--- config.mk ---
export PLATFORM = sky130hd
export DESIGN_NAME = evt_status_reg
export DESIGN_NICKNAME = d
export VERILOG_FILES = /design/src/rtl/evt_status_pkg.sv /design/src/rtl/evt_rst_sync.sv /design/src/rtl/evt_sticky_bank.sv /design/src/rtl/evt_enable_reg.sv /design/src/rtl/evt_status_reg.sv
export SDC_FILE = /design/constraint.sdc
export NUM_CORES = 1
export LEC_CHECK = 0
export ABC_CLOCK_PERIOD_IN_PS = 850
export BUFFER_PORTS_ARGS = -buffer_cell sky130_fd_sc_hd__buf_2
export CORE_MARGIN = 5
export CORE_UTILIZATION = 30
export DETAILED_ROUTE_END_ITERATION = 10
export GPL_ROUTABILITY_DRIVEN = 0
export GPL_TIMING_DRIVEN = 1
export SLEW_MARGIN = 20
export SYNTH_ARGS = -nofsm -noshare
export SYNTH_HDL_FRONTEND = slang
export SYNTH_SLANG_ARGS = --single-unit
--- constraint.sdc ---
create_clock -name clk -period 0.85 [get_ports clk]
set_input_delay 0.1275 -clock clk [delete_from_list [all_inputs] [get_ports clk]]
set_output_delay 0.1275 -clock clk [all_outputs]
set_load 0.02 [all_outputs]
--- src/rtl/evt_status_pkg.sv ---
package evt_status_pkg;
  localparam int unsigned EVT_W = 8;

  // Bit positions; software decodes these, so they are fixed.
  localparam int unsigned POS_OP_DONE = 0;
  localparam int unsigned POS_QRY_ERR = 2;
  localparam int unsigned POS_DEV_ERR = 3;
  localparam int unsigned POS_EXE_ERR = 4;
  localparam int unsigned POS_CMD_ERR = 5;
  localparam int unsigned POS_PWR_ON  = 7;

  typedef logic [EVT_W-1:0] evt_vec_t;

  localparam evt_vec_t TIE_ZERO_MASK = evt_vec_t'(8'h42);
  localparam evt_vec_t EVT_RESET_VAL = evt_vec_t'(1) << POS_PWR_ON;
endpackage

--- src/rtl/evt_rst_sync.sv ---
module evt_rst_sync #(
  parameter int unsigned STAGES = 2
) (
  input  logic clk,
  input  logic rst_n,
  output logic rst_n_sync
);
  logic [STAGES-1:0] chain_q;
  logic [STAGES-1:0] chain_d;

  always_comb begin
    chain_d = {chain_q[STAGES-2:0], 1'b1};
  end

  always_ff @(posedge clk or negedge rst_n) begin
    if (!rst_n) chain_q <= '0;
    else        chain_q <= chain_d;
  end

  assign rst_n_sync = chain_q[STAGES-1];
endmodule

--- src/rtl/evt_sticky_bank.sv ---
module evt_sticky_bank
  import evt_status_pkg::*;
#(
  parameter evt_vec_t RESET_VAL = EVT_RESET_VAL,
  parameter evt_vec_t TIE_MASK  = TIE_ZERO_MASK
) (
  input  logic     clk,
  input  logic     rst_n,
  input  evt_vec_t set_i,
  input  logic     clr_i,
  output evt_vec_t q_o
);
  localparam evt_vec_t RST_EFF = RESET_VAL & ~TIE_MASK;

  evt_vec_t bits_q;
  evt_vec_t bits_d;
  logic     upd_en;

  // Set beats clear, so a colliding event survives the clear.
  always_comb begin
    for (int i = 0; i < int'(EVT_W); i++) begin
      bits_d[i] = TIE_MASK[i] ? 1'b0 : (set_i[i] | (bits_q[i] & ~clr_i));
    end
  end

  assign upd_en = clr_i | (|(set_i & ~TIE_MASK));

  always_ff @(posedge clk or negedge rst_n) begin
    if (!rst_n)      bits_q <= RST_EFF;
    else if (upd_en) bits_q <= bits_d;
  end

  assign q_o = bits_q;
endmodule

--- src/rtl/evt_enable_reg.sv ---
module evt_enable_reg
  import evt_status_pkg::*;
(
  input  logic     clk,
  input  logic     rst_n,
  input  logic     wr_i,
  input  evt_vec_t wdata_i,
  output evt_vec_t q_o
);
  evt_vec_t en_q;
  evt_vec_t en_d;

  always_comb begin
    en_d = wdata_i;
  end

  always_ff @(posedge clk or negedge rst_n) begin
    if (!rst_n)    en_q <= '0;
    else if (wr_i) en_q <= en_d;
  end

  assign q_o = en_q;
endmodule

--- src/rtl/evt_status_reg.sv ---
module evt_status_reg
  import evt_status_pkg::*;
#(
  parameter int unsigned SYNC_STAGES = 2
) (
  input  logic       clk,
  input  logic       rst_n,
  input  logic       ev_cmd_err_i,
  input  logic       ev_exe_err_i,
  input  logic       ev_dev_err_i,
  input  logic       ev_qry_err_i,
  input  logic       ev_op_done_i,
  input  logic       evt_rd_i,
  input  logic       clr_status_i,
  input  logic       en_wr_i,
  input  logic [7:0] en_wdata_i,
  output logic [7:0] evt_rd_data_o,
  output logic [7:0] en_rdata_o,
  output logic       summary_o
);
  logic     rst_n_sync;
  evt_vec_t set_vec;
  evt_vec_t evt_q;
  evt_vec_t en_q;
  logic     clr_any;

  evt_rst_sync #(.STAGES(SYNC_STAGES)) u_rst_sync (
    .clk        (clk),
    .rst_n      (rst_n),
    .rst_n_sync (rst_n_sync)
  );

  always_comb begin
    set_vec              = '0;
    set_vec[POS_CMD_ERR] = ev_cmd_err_i;
    set_vec[POS_EXE_ERR] = ev_exe_err_i;
    set_vec[POS_DEV_ERR] = ev_dev_err_i;
    set_vec[POS_QRY_ERR] = ev_qry_err_i;
    set_vec[POS_OP_DONE] = ev_op_done_i;
  end

  assign clr_any = evt_rd_i | clr_status_i;

  evt_sticky_bank #(
    .RESET_VAL (EVT_RESET_VAL),
    .TIE_MASK  (TIE_ZERO_MASK)
  ) u_bank (
    .clk   (clk),
    .rst_n (rst_n_sync),
    .set_i (set_vec),
    .clr_i (clr_any),
    .q_o   (evt_q)
  );

  evt_enable_reg u_enable (
    .clk     (clk),
    .rst_n   (rst_n_sync),
    .wr_i    (en_wr_i),
    .wdata_i (en_wdata_i),
    .q_o     (en_q)
  );

  assign evt_rd_data_o = evt_q;
  assign en_rdata_o    = en_q;
  assign summary_o     = |(evt_q & en_q);
endmodule

# --- Yosys cells after proc, flatten, opt, wreduce, memory -nomap -nowiden ---
# Cells that the tools add are included.
op_classes:
  n_shift: 0
  magnitude_cmp: 0
  n_div: 0
  mux: 0
  n_mul: 0
  addsub: 0
  bitwise: 15
  n_eq_ne: 0
  n_reduce_logical: 2
op_table:
  columns: ["cell", "count"]
  rows:
  - ["$and A8 B8 Y8", 1]
  - ["$reduce_or A8 Y1", 1]
  - ["$or A1 B1 Y1", 7]
  - ["$and A1 B1 Y1", 6]
  - ["$reduce_or A5 Y1", 1]
  - ["$not A1 Y1", 1]
totals:
  latchBits: 0
  ram_bits: 0
  elab_cells: 20
  romBits: 0
  n_memories: 0
  ff_bits: 16
  out_inout_bits: 17

# --- Depth between registers and ports, before layout ---
# Gate-level depths: netlist (run 1).
depth:
  ltp_word: 4
  ltp_mapped: 2
  depth_no_buf: 2

# --- Hierarchy ---
# A second synthesis (run 1) with hierarchy kept.
unflattened:
  hier_cells: 43
  hier_area_um2: 650.6
by_module_without_submodules:
  columns: ["mod", "instances", "area_each_um2", "cells_each", "seq_area_each_um2"]
  rows:
  - ["evt_enable_reg", 1, 331.6, 17, 200.2]
  - ["evt_sticky_bank", 1, 219.0, 16, 151.4]
  - ["evt_rst_sync", 1, 53.8, 3, 50.0]
  - ["evt_status_reg", 1, 46.3, 7, 0.0]

# --- Worst setup path before layout (run 1) ---
# No wires, ideal clock.
synth_timing:
  kind: "register to output"
  from: "register u_bank.bits_q[7], in the netlist u_bank.q_o[7]"
  to: "output port summary_o"
  arrival_time_ns: 0.867
  n_path_buf: 0
  path_slack_ns: -0.145
  path_stages_with_launch: 3
  required_ns: 0.722
  cell_sequence: "dfstp_2 a22oi_1 nand3_1"
synth_via:
  elab_chain_cells: 2
synth_lines:
  columns: ["element", "line_no", "source"]
  rows:
  - ["from (decl)", "evt_sticky_bank.sv:15", "evt_vec_t bits_q;"]
  - ["from (signal assigned)", "evt_sticky_bank.sv:30", "else if (upd_en) bits_q <= bits_d;"]
  - ["$and A8 B8 Y8", "evt_status_reg.sv:65", "assign summary_o = |(evt_q & en_q);"]
  - ["$reduce_or A8 Y1", "evt_status_reg.sv:65", null]
  - ["to (decl)", "evt_status_reg.sv:19", "output logic summary_o"]
# Every way passes these cells.

# --- Worst setup path in the final report (run 1) ---
layout_timing:
  from: "register u_enable.en_q[5], in the netlist u_enable.q_o[5]"
  to: "output port summary_o"
layout_via:
  elab_chain_cells: 2
layout_lines:
  columns: ["element", "line_no", "source"]
  rows:
  - ["from (decl)", "evt_enable_reg.sv:10", "evt_vec_t en_q;"]
  - ["from (signal assigned)", "evt_enable_reg.sv:19", "else if (wr_i) en_q <= en_d;"]
  - ["$and A8 B8 Y8", "evt_status_reg.sv:65", null]
  - ["$reduce_or A8 Y1", "evt_status_reg.sv:65", null]
# Every way passes these cells.

==> out/metrics.cfg, run 1 <==
[clock_tree]
cts_sinks=16
clkLatencyLatePin_ns=0.28
htree_levels=1
cts_tree=yes
clockBufferDepth=2
cts_root_buffer=clkbuf_4
clk_pin_slew_ns=0.09
cts_inserted_buffers=3

[yosys]
synth_edf_count=0
yosys.area.top_type=dfrtp_1
synth_most_common_cell=dfrtp_1
synth_compound_area_frac=0.09524
synth.top_cell.area_share=0.5952
synth_xor_area_frac=0
ys_async_sr_fraction=1.000
synth-adder-area-share=0
yosys.area_share.simple=0.02381
ys.flop_type=dfrtp_1
netlist_instances=40
ys_seq_elements=16
synth_area_sq_um=630.6
yosys.cell_types.count=11
synth_top_cells_by_area=dfrtp_1 60%, mux2_4 19%, a21o_1 6.0%, dfstp_2 4.2%, a22oi_1 3.6%
syn_avg_cell_area_sq_um=15.77
synth_common_cells=15 x dfrtp_1, 8 x mux2_4, 5 x a21o_1, 3 x a22oi_1
yosys_warnings=0
synth_seq_area_share=0.6369
synthMuxAreaShare=0.1905
synth_top_family_by_area=multiplexers

[critical_path]
r2r_setup_slack_ns=-0.17
ff2ff_path_depth=3
endpoint_kind=primary output
r2r_start=u_enable.q_o[4]
cp_max_fo=2
r2r-end=u_enable.q_o[4]
crit_chain=a22oi_2 -> nand3_2 -> buf_6
cpPeakStageDelay_ns=0.42
arrival_ns=1.17
crit_path_top_delay_cell=dfrtp_2
setup.worst_path.class=register to primary output
critPathLaunchType=register
crit_required_ns=0.72

[worst_hold_path]
min_path_type=input port to register
min-delay-start=ev_dev_err_i
hold_end=u_bank.q_o[3]
hold-path-cell-count=2

[drt]
wl_per_cell_um=14.43
vias=509
via_per_inst=4.242
drcViolationCount=0
drt_iter0_drc=3
wl_um=1732
ant_nets=0
first_pass_iters=4

[power_and_ir_drop]
total_power_mw=1.928
power.leakage_nw=0.5944
vdd_drop_max_uv=1179
p_per_area_nw_per_um2=1650

[timing]
max_freq_ghz=0.7707
finalCritPeriodShare=1.526
finalWorstSetupSlack_ns=-0.4474
whs_ns=0.02572
rsz0062_at_grt=true
maxSlewViolCount=0
finalSetupViolations=23
skew_ns=0.005757
hold_violations=0
fin_crit_ns=1.297

[die]
die_area_sq_um=3119
die_w_um=55.85
die-height_um=55.85
initial_utilization=0.3182
num_rows=16
io_pins=35
coreArea_sq_um=1982

[finish]
post-route-util=0.5896
layout-drive-gt1-share=0.7742
nets=112
area_growth_pct=85.32
diodes=0
final.fill_count=167

[grt]
grt_pass1_wl_um=2635
track_usage=0.1129
antenna_found_initial=0
grt_remaining_overflow=0
grt_pass1_vias=539
grt_max_degree=10

[outcome]
status=finished, violations left
violations=setup timing

[placement]
dp_hpwl_um=1200
numPortBuffers=32

[flow_run]
drv_cap=0

per-layer routing:
layer	GRT usage	routed length [um]	up-vias
met5	0	0	-
met4	0.03051	12	0
met3	0.04872	121	2
met2	0.2061	968	20
met1	0.1173	630	248
li1	-	-	239
registers in the layout (all words and copies together) (netlist names):
| register | cells |
|---|---|
| u_enable.q_o | 8 |
| u_rst_sync.chain_q | 2 |
| u_bank.q_o | 6 |
metrics by stage:
| stage | TNS (ns) | instances | worst slack [ns] | area, sq um |
|---|---|---|---|---|
| 6_report | -4.253 | 120 | -0.4474 | 1169 |
| 3_5_place_dp | -0.4093 | 111 | -0.1126 | 940.9 |
| 4_1_cts | -4.067 | 118 | -0.4116 | 1150 |
| 5_1_grt | -4.983 | 120 | -0.5052 | 1169 |
| 3_3_place_gp | -0.3925 | 111 | -0.09900 | 940.9 |
| 2_1_floorplan | -0.09711 | 41 | -0.08353 | 655.6 |
power by group:
group	switching [mW]	internal, mW
clock network	0.232	0.261
logic	0.219	0.338
registers	0.0543	0.823
total	0.505	1.42
cell families (layout without fill, tap and decap cells):
| kind of cell | after synthesis | count (layout) |
|---|---|---|
| AND/OR/NAND/NOR | 3 | 3 |
| flip-flops | 16 | 16 |
| other | 2 | 3 |
| AO/OA/AOI/OAI | 8 | 8 |
| buffers and inverters | 3 | 55 |
| multiplexers | 8 | 8 |
cell type report:
cell class | count | area (sq um) | area share
clock buffers | 4 | 36.28 | 0.03105
multi-input cells | 22 | 226.5 | 0.1938
flip-flops and latches | 16 | 407.9 | 0.3490
well taps | 27 | 33.78 | 0.02891
repair buffers | 51 | 464.2 | 0.3972
timing repair:
action	4_1_cts	5_1_grt
hold endpoints to repair	2	0
pin swaps	2	1
buffers inserted	2	6
gates cloned	0	0
hold buffers	1	0
gates resized for setup	44	5
endpoints found under the setup margin	21	22
layout by cell type, fill, tap and decap left out:
| cell type | count |
|---|---|
| a22oi_2 | 3 |
| nand3_2 | 1 |
| dfrtp_2 | 5 |
| buf_12 | 1 |
| a21o_1 | 5 |
| dfrtp_1 | 10 |
| buf_6 | 29 |
| buf_4 | 3 |
| buf_2 | 17 |
| clkbuf_8 | 1 |
| dfstp_2 | 1 |
| nor2_1 | 1 |
| dlygate4sd3_1 | 1 |
| conb_1 | 3 |
| mux2_4 | 8 |
| clkbuf_4 | 3 |
| and2_1 | 1 |
critical path, delay by kind of cell, from the launching register on:
family                 cells  cell delay (ns)
and+or+nand+nor            1             0.10
AOI/OAI and AO/OA          1             0.21
buffers and inverters      1             0.15
DFF                        1             0.42
worst max-delay path by stage:
stage	from	to	slack, ns	depth (start not counted)
2_1_floorplan	u_bank.q_o[7]	summary_o	-0.08	2
3_3_place_gp	u_bank.q_o[5]	summary_o	-0.1	3
3_5_place_dp	u_bank.q_o[5]	summary_o	-0.11	3
4_1_cts	u_enable.q_o[4]	summary_o	-0.41	3
5_1_grt	u_enable.q_o[4]	summary_o	-0.51	3
6_report	u_enable.q_o[5]	summary_o	-0.45	3
(Power assumes the default switching activity.)
==> run 2: changes to the inputs <==
--- a/config.mk
+++ b/config.mk
@@ -7,11 +7,12 @@
 export LEC_CHECK = 0
 export ABC_CLOCK_PERIOD_IN_PS = 850
 export BUFFER_PORTS_ARGS = -buffer_cell sky130_fd_sc_hd__buf_2
-export CORE_MARGIN = 5
+export CORE_MARGIN = 2
 export CORE_UTILIZATION = 30
 export DETAILED_ROUTE_END_ITERATION = 10
 export GPL_ROUTABILITY_DRIVEN = 0
 export GPL_TIMING_DRIVEN = 1
+export RECOVER_POWER = 50
 export SLEW_MARGIN = 20
 export SYNTH_ARGS = -nofsm -noshare
 export SYNTH_HDL_FRONTEND = slang
==> run 2 against run 1 <==
  * The flow still finishes with violations (setup timing)
  * Wire length down 7.7%
  * Final cell count up 0.83%
  * Global-route usage up 1.9 points
  * Total power up 0.15%
  * Critical path depth unchanged
  * Sequential share of layout area down 0.075 points
  * Clock power up 1%
  * Count of clock-buffer cells in the layout unchanged
  * Sequential cell count unchanged
  * Sequential power about the same
  * Maximum frequency up 2.9%
  * First-iteration DRC count rose to 3.3 times the previous value
==> out/metrics.cfg, run 2 (synthesized netlist as in run 1, its figures left out) <==
[outcome]
status=finished, violations left
violations=setup timing

[clock_tree]
htree_levels=1  ; unchanged
clockBufferDepth=2  ; unchanged
cts_root_buffer=clkbuf_4
cts_tree=yes
cts_sinks=16  ; unchanged
clk_pin_slew_ns=0.10  ; about the same
clkLatencyLatePin_ns=0.29  ; about the same
cts_inserted_buffers=3  ; unchanged

[die]
num_rows=16  ; unchanged
io_pins=35  ; unchanged
coreArea_sq_um=1982  ; unchanged
die_w_um=49.85  ; -11%
die-height_um=49.85  ; -11%
initial_utilization=0.3182  ; unchanged
die_area_sq_um=2485  ; -20%

[finish]
layout-drive-gt1-share=0.7660  ; -0.008236
final_cell_area_sq_um=1171  ; +0.21%
final_common_cell=buf_6
diodes=0  ; unchanged
layout_common_cells=28 x buf_6, 16 x buf_2, 10 x dfrtp_1
nets=113  ; +0.89%
largest_reg_flops=8  ; unchanged
area_growth_pct=85.71

[timing]
finalWorstSetupSlack_ns=-0.4107  ; +0.03675 ns
whs_ns=0.01459  ; -0.01113 ns
skew_ns=0.01231  ; +0.006555 ns
setup_tns_ns=-4.329  ; -0.07582 ns
fin_crit_ns=1.261  ; -0.03675 ns
maxSlewViolCount=0  ; unchanged
rsz0062_at_grt=true
finalCritPeriodShare=1.483  ; -0.04324
finalSetupViolations=23  ; unchanged
max_freq_ghz=0.7932  ; +2.9%
hold_violations=0  ; unchanged

[critical_path]
cp_max_fo=2  ; unchanged
ff2ff_path_depth=3  ; unchanged
setup.worst_path.class=register to primary output
cp-startpoint=u_enable.q_o[4]
r2r_setup_slack_ns=-0.18  ; about the same
crit_required_ns=0.72  ; about the same
r2r-end=u_enable.q_o[4]
crit_chain=a22oi_2 -> nand3_2 -> buf_6
endpoint_kind=primary output
cpPeakStageDelay_ns=0.42  ; about the same
critPathLaunchType=register
crit_path_top_delay_cell=dfrtp_2
r2r_start=u_enable.q_o[4]
arrival_ns=1.13  ; -0.04 ns

[worst_hold_path]
min_path_type=input port to register
min-delay-start=ev_qry_err_i
hold_end=u_bank.q_o[2]
hold-path-cell-count=2  ; unchanged

[drt]
wl_um=1598  ; -7.7%
vias=506  ; -0.59%
first_pass_iters=2  ; -2
via_per_inst=4.182  ; -1.4%
drcViolationCount=0  ; unchanged
wl_per_cell_um=13.21  ; -8.5%
drt_iter0_drc=10  ; +7
ant_nets=0  ; unchanged

[power_and_ir_drop]
total_power_mw=1.931  ; +0.15%
p_per_area_nw_per_um2=1649  ; about the same
vdd_drop_max_uv=1100  ; -6.7%
power.leakage_nw=0.5954  ; +0.16%

[grt]
grt_max_degree=10  ; unchanged
antenna_found_initial=0  ; unchanged
grt_pass1_wl_um=2366  ; -10%
grt_pass1_vias=532  ; -1.3%
track_usage=0.1316  ; +0.01873
grt_remaining_overflow=0  ; unchanged

[placement]
dp_hpwl_um=1036  ; -14%
pre_cts_ws_ns=-0.1204  ; -0.007800 ns
numPortBuffers=32  ; unchanged
place_area_sq_um=940.9  ; unchanged

[flow_run]
drv_cap=0  ; unchanged

-- run 2: cell count changes in the layout (fill, tap and decap cells not counted), sizes merged --
| cell | change |
|---|---|
| clkbuf | +1 |
-- run 2: how the worst max path moves through the flow --
stage,depth (start not counted),slack [ns],to
final,3,-0.41,summary_o
after detailed placement,3,-0.12,summary_o
after CTS,3,-0.42,summary_o
after global routing,3,-0.47,summary_o
after floorplan,2,-0.08,summary_o
after global placement,3,-0.11,summary_o
-- run 2: stage by stage --
stage,util,cells
6_report,0.5909,121
5_1_grt,0.5909,121
4_1_cts,0.5745,118
3_5_place_dp,0.4747,111
3_3_place_gp,0.4747,111
2_1_floorplan,-,41
-- run 2: layout make-up --
class	count	area, sq um
clock buffers	4	36.28
repair buffers	52	466.7
fillers	158	810.8
flip-flops and latches	16	407.9
well taps	27	33.78
multi-input cells	22	226.5
-- run 2: per-layer routing --
| metal | GRT usage | wire length (um) |
|---|---|---|
| met1 | 0.1621 | 590 |
| met2 | 0.2156 | 904 |
| met3 | 0.05455 | 103 |
| met4 | 0.02778 | 0 |
| met5 | 0 | 0 |
-- run 2: critical path, delay by kind of cell (launching register included) --
family          cells  cell delay (ns)
buf+inv             1             0.14
flops               1             0.42
compound gates      1             0.19
simple gates        1             0.10
-- run 2: repair_timing --
action                                  CTS  global route
buffers inserted                          2             8
endpoints found under the setup margin   20            21
pin swaps                                 3             3
endpoints found under the hold margin     2             0
cloned                                    0             0
hold buffers                              1             0
gates resized for setup                  41             8
-- run 2: where the power goes --
| group | internal, mW | switching (mW) |
|---|---|---|
| Combinational | 0.340 | 0.211 |
| Clock | 0.261 | 0.240 |
| Sequential | 0.824 | 0.0569 |
| Total | 1.42 | 0.507 |
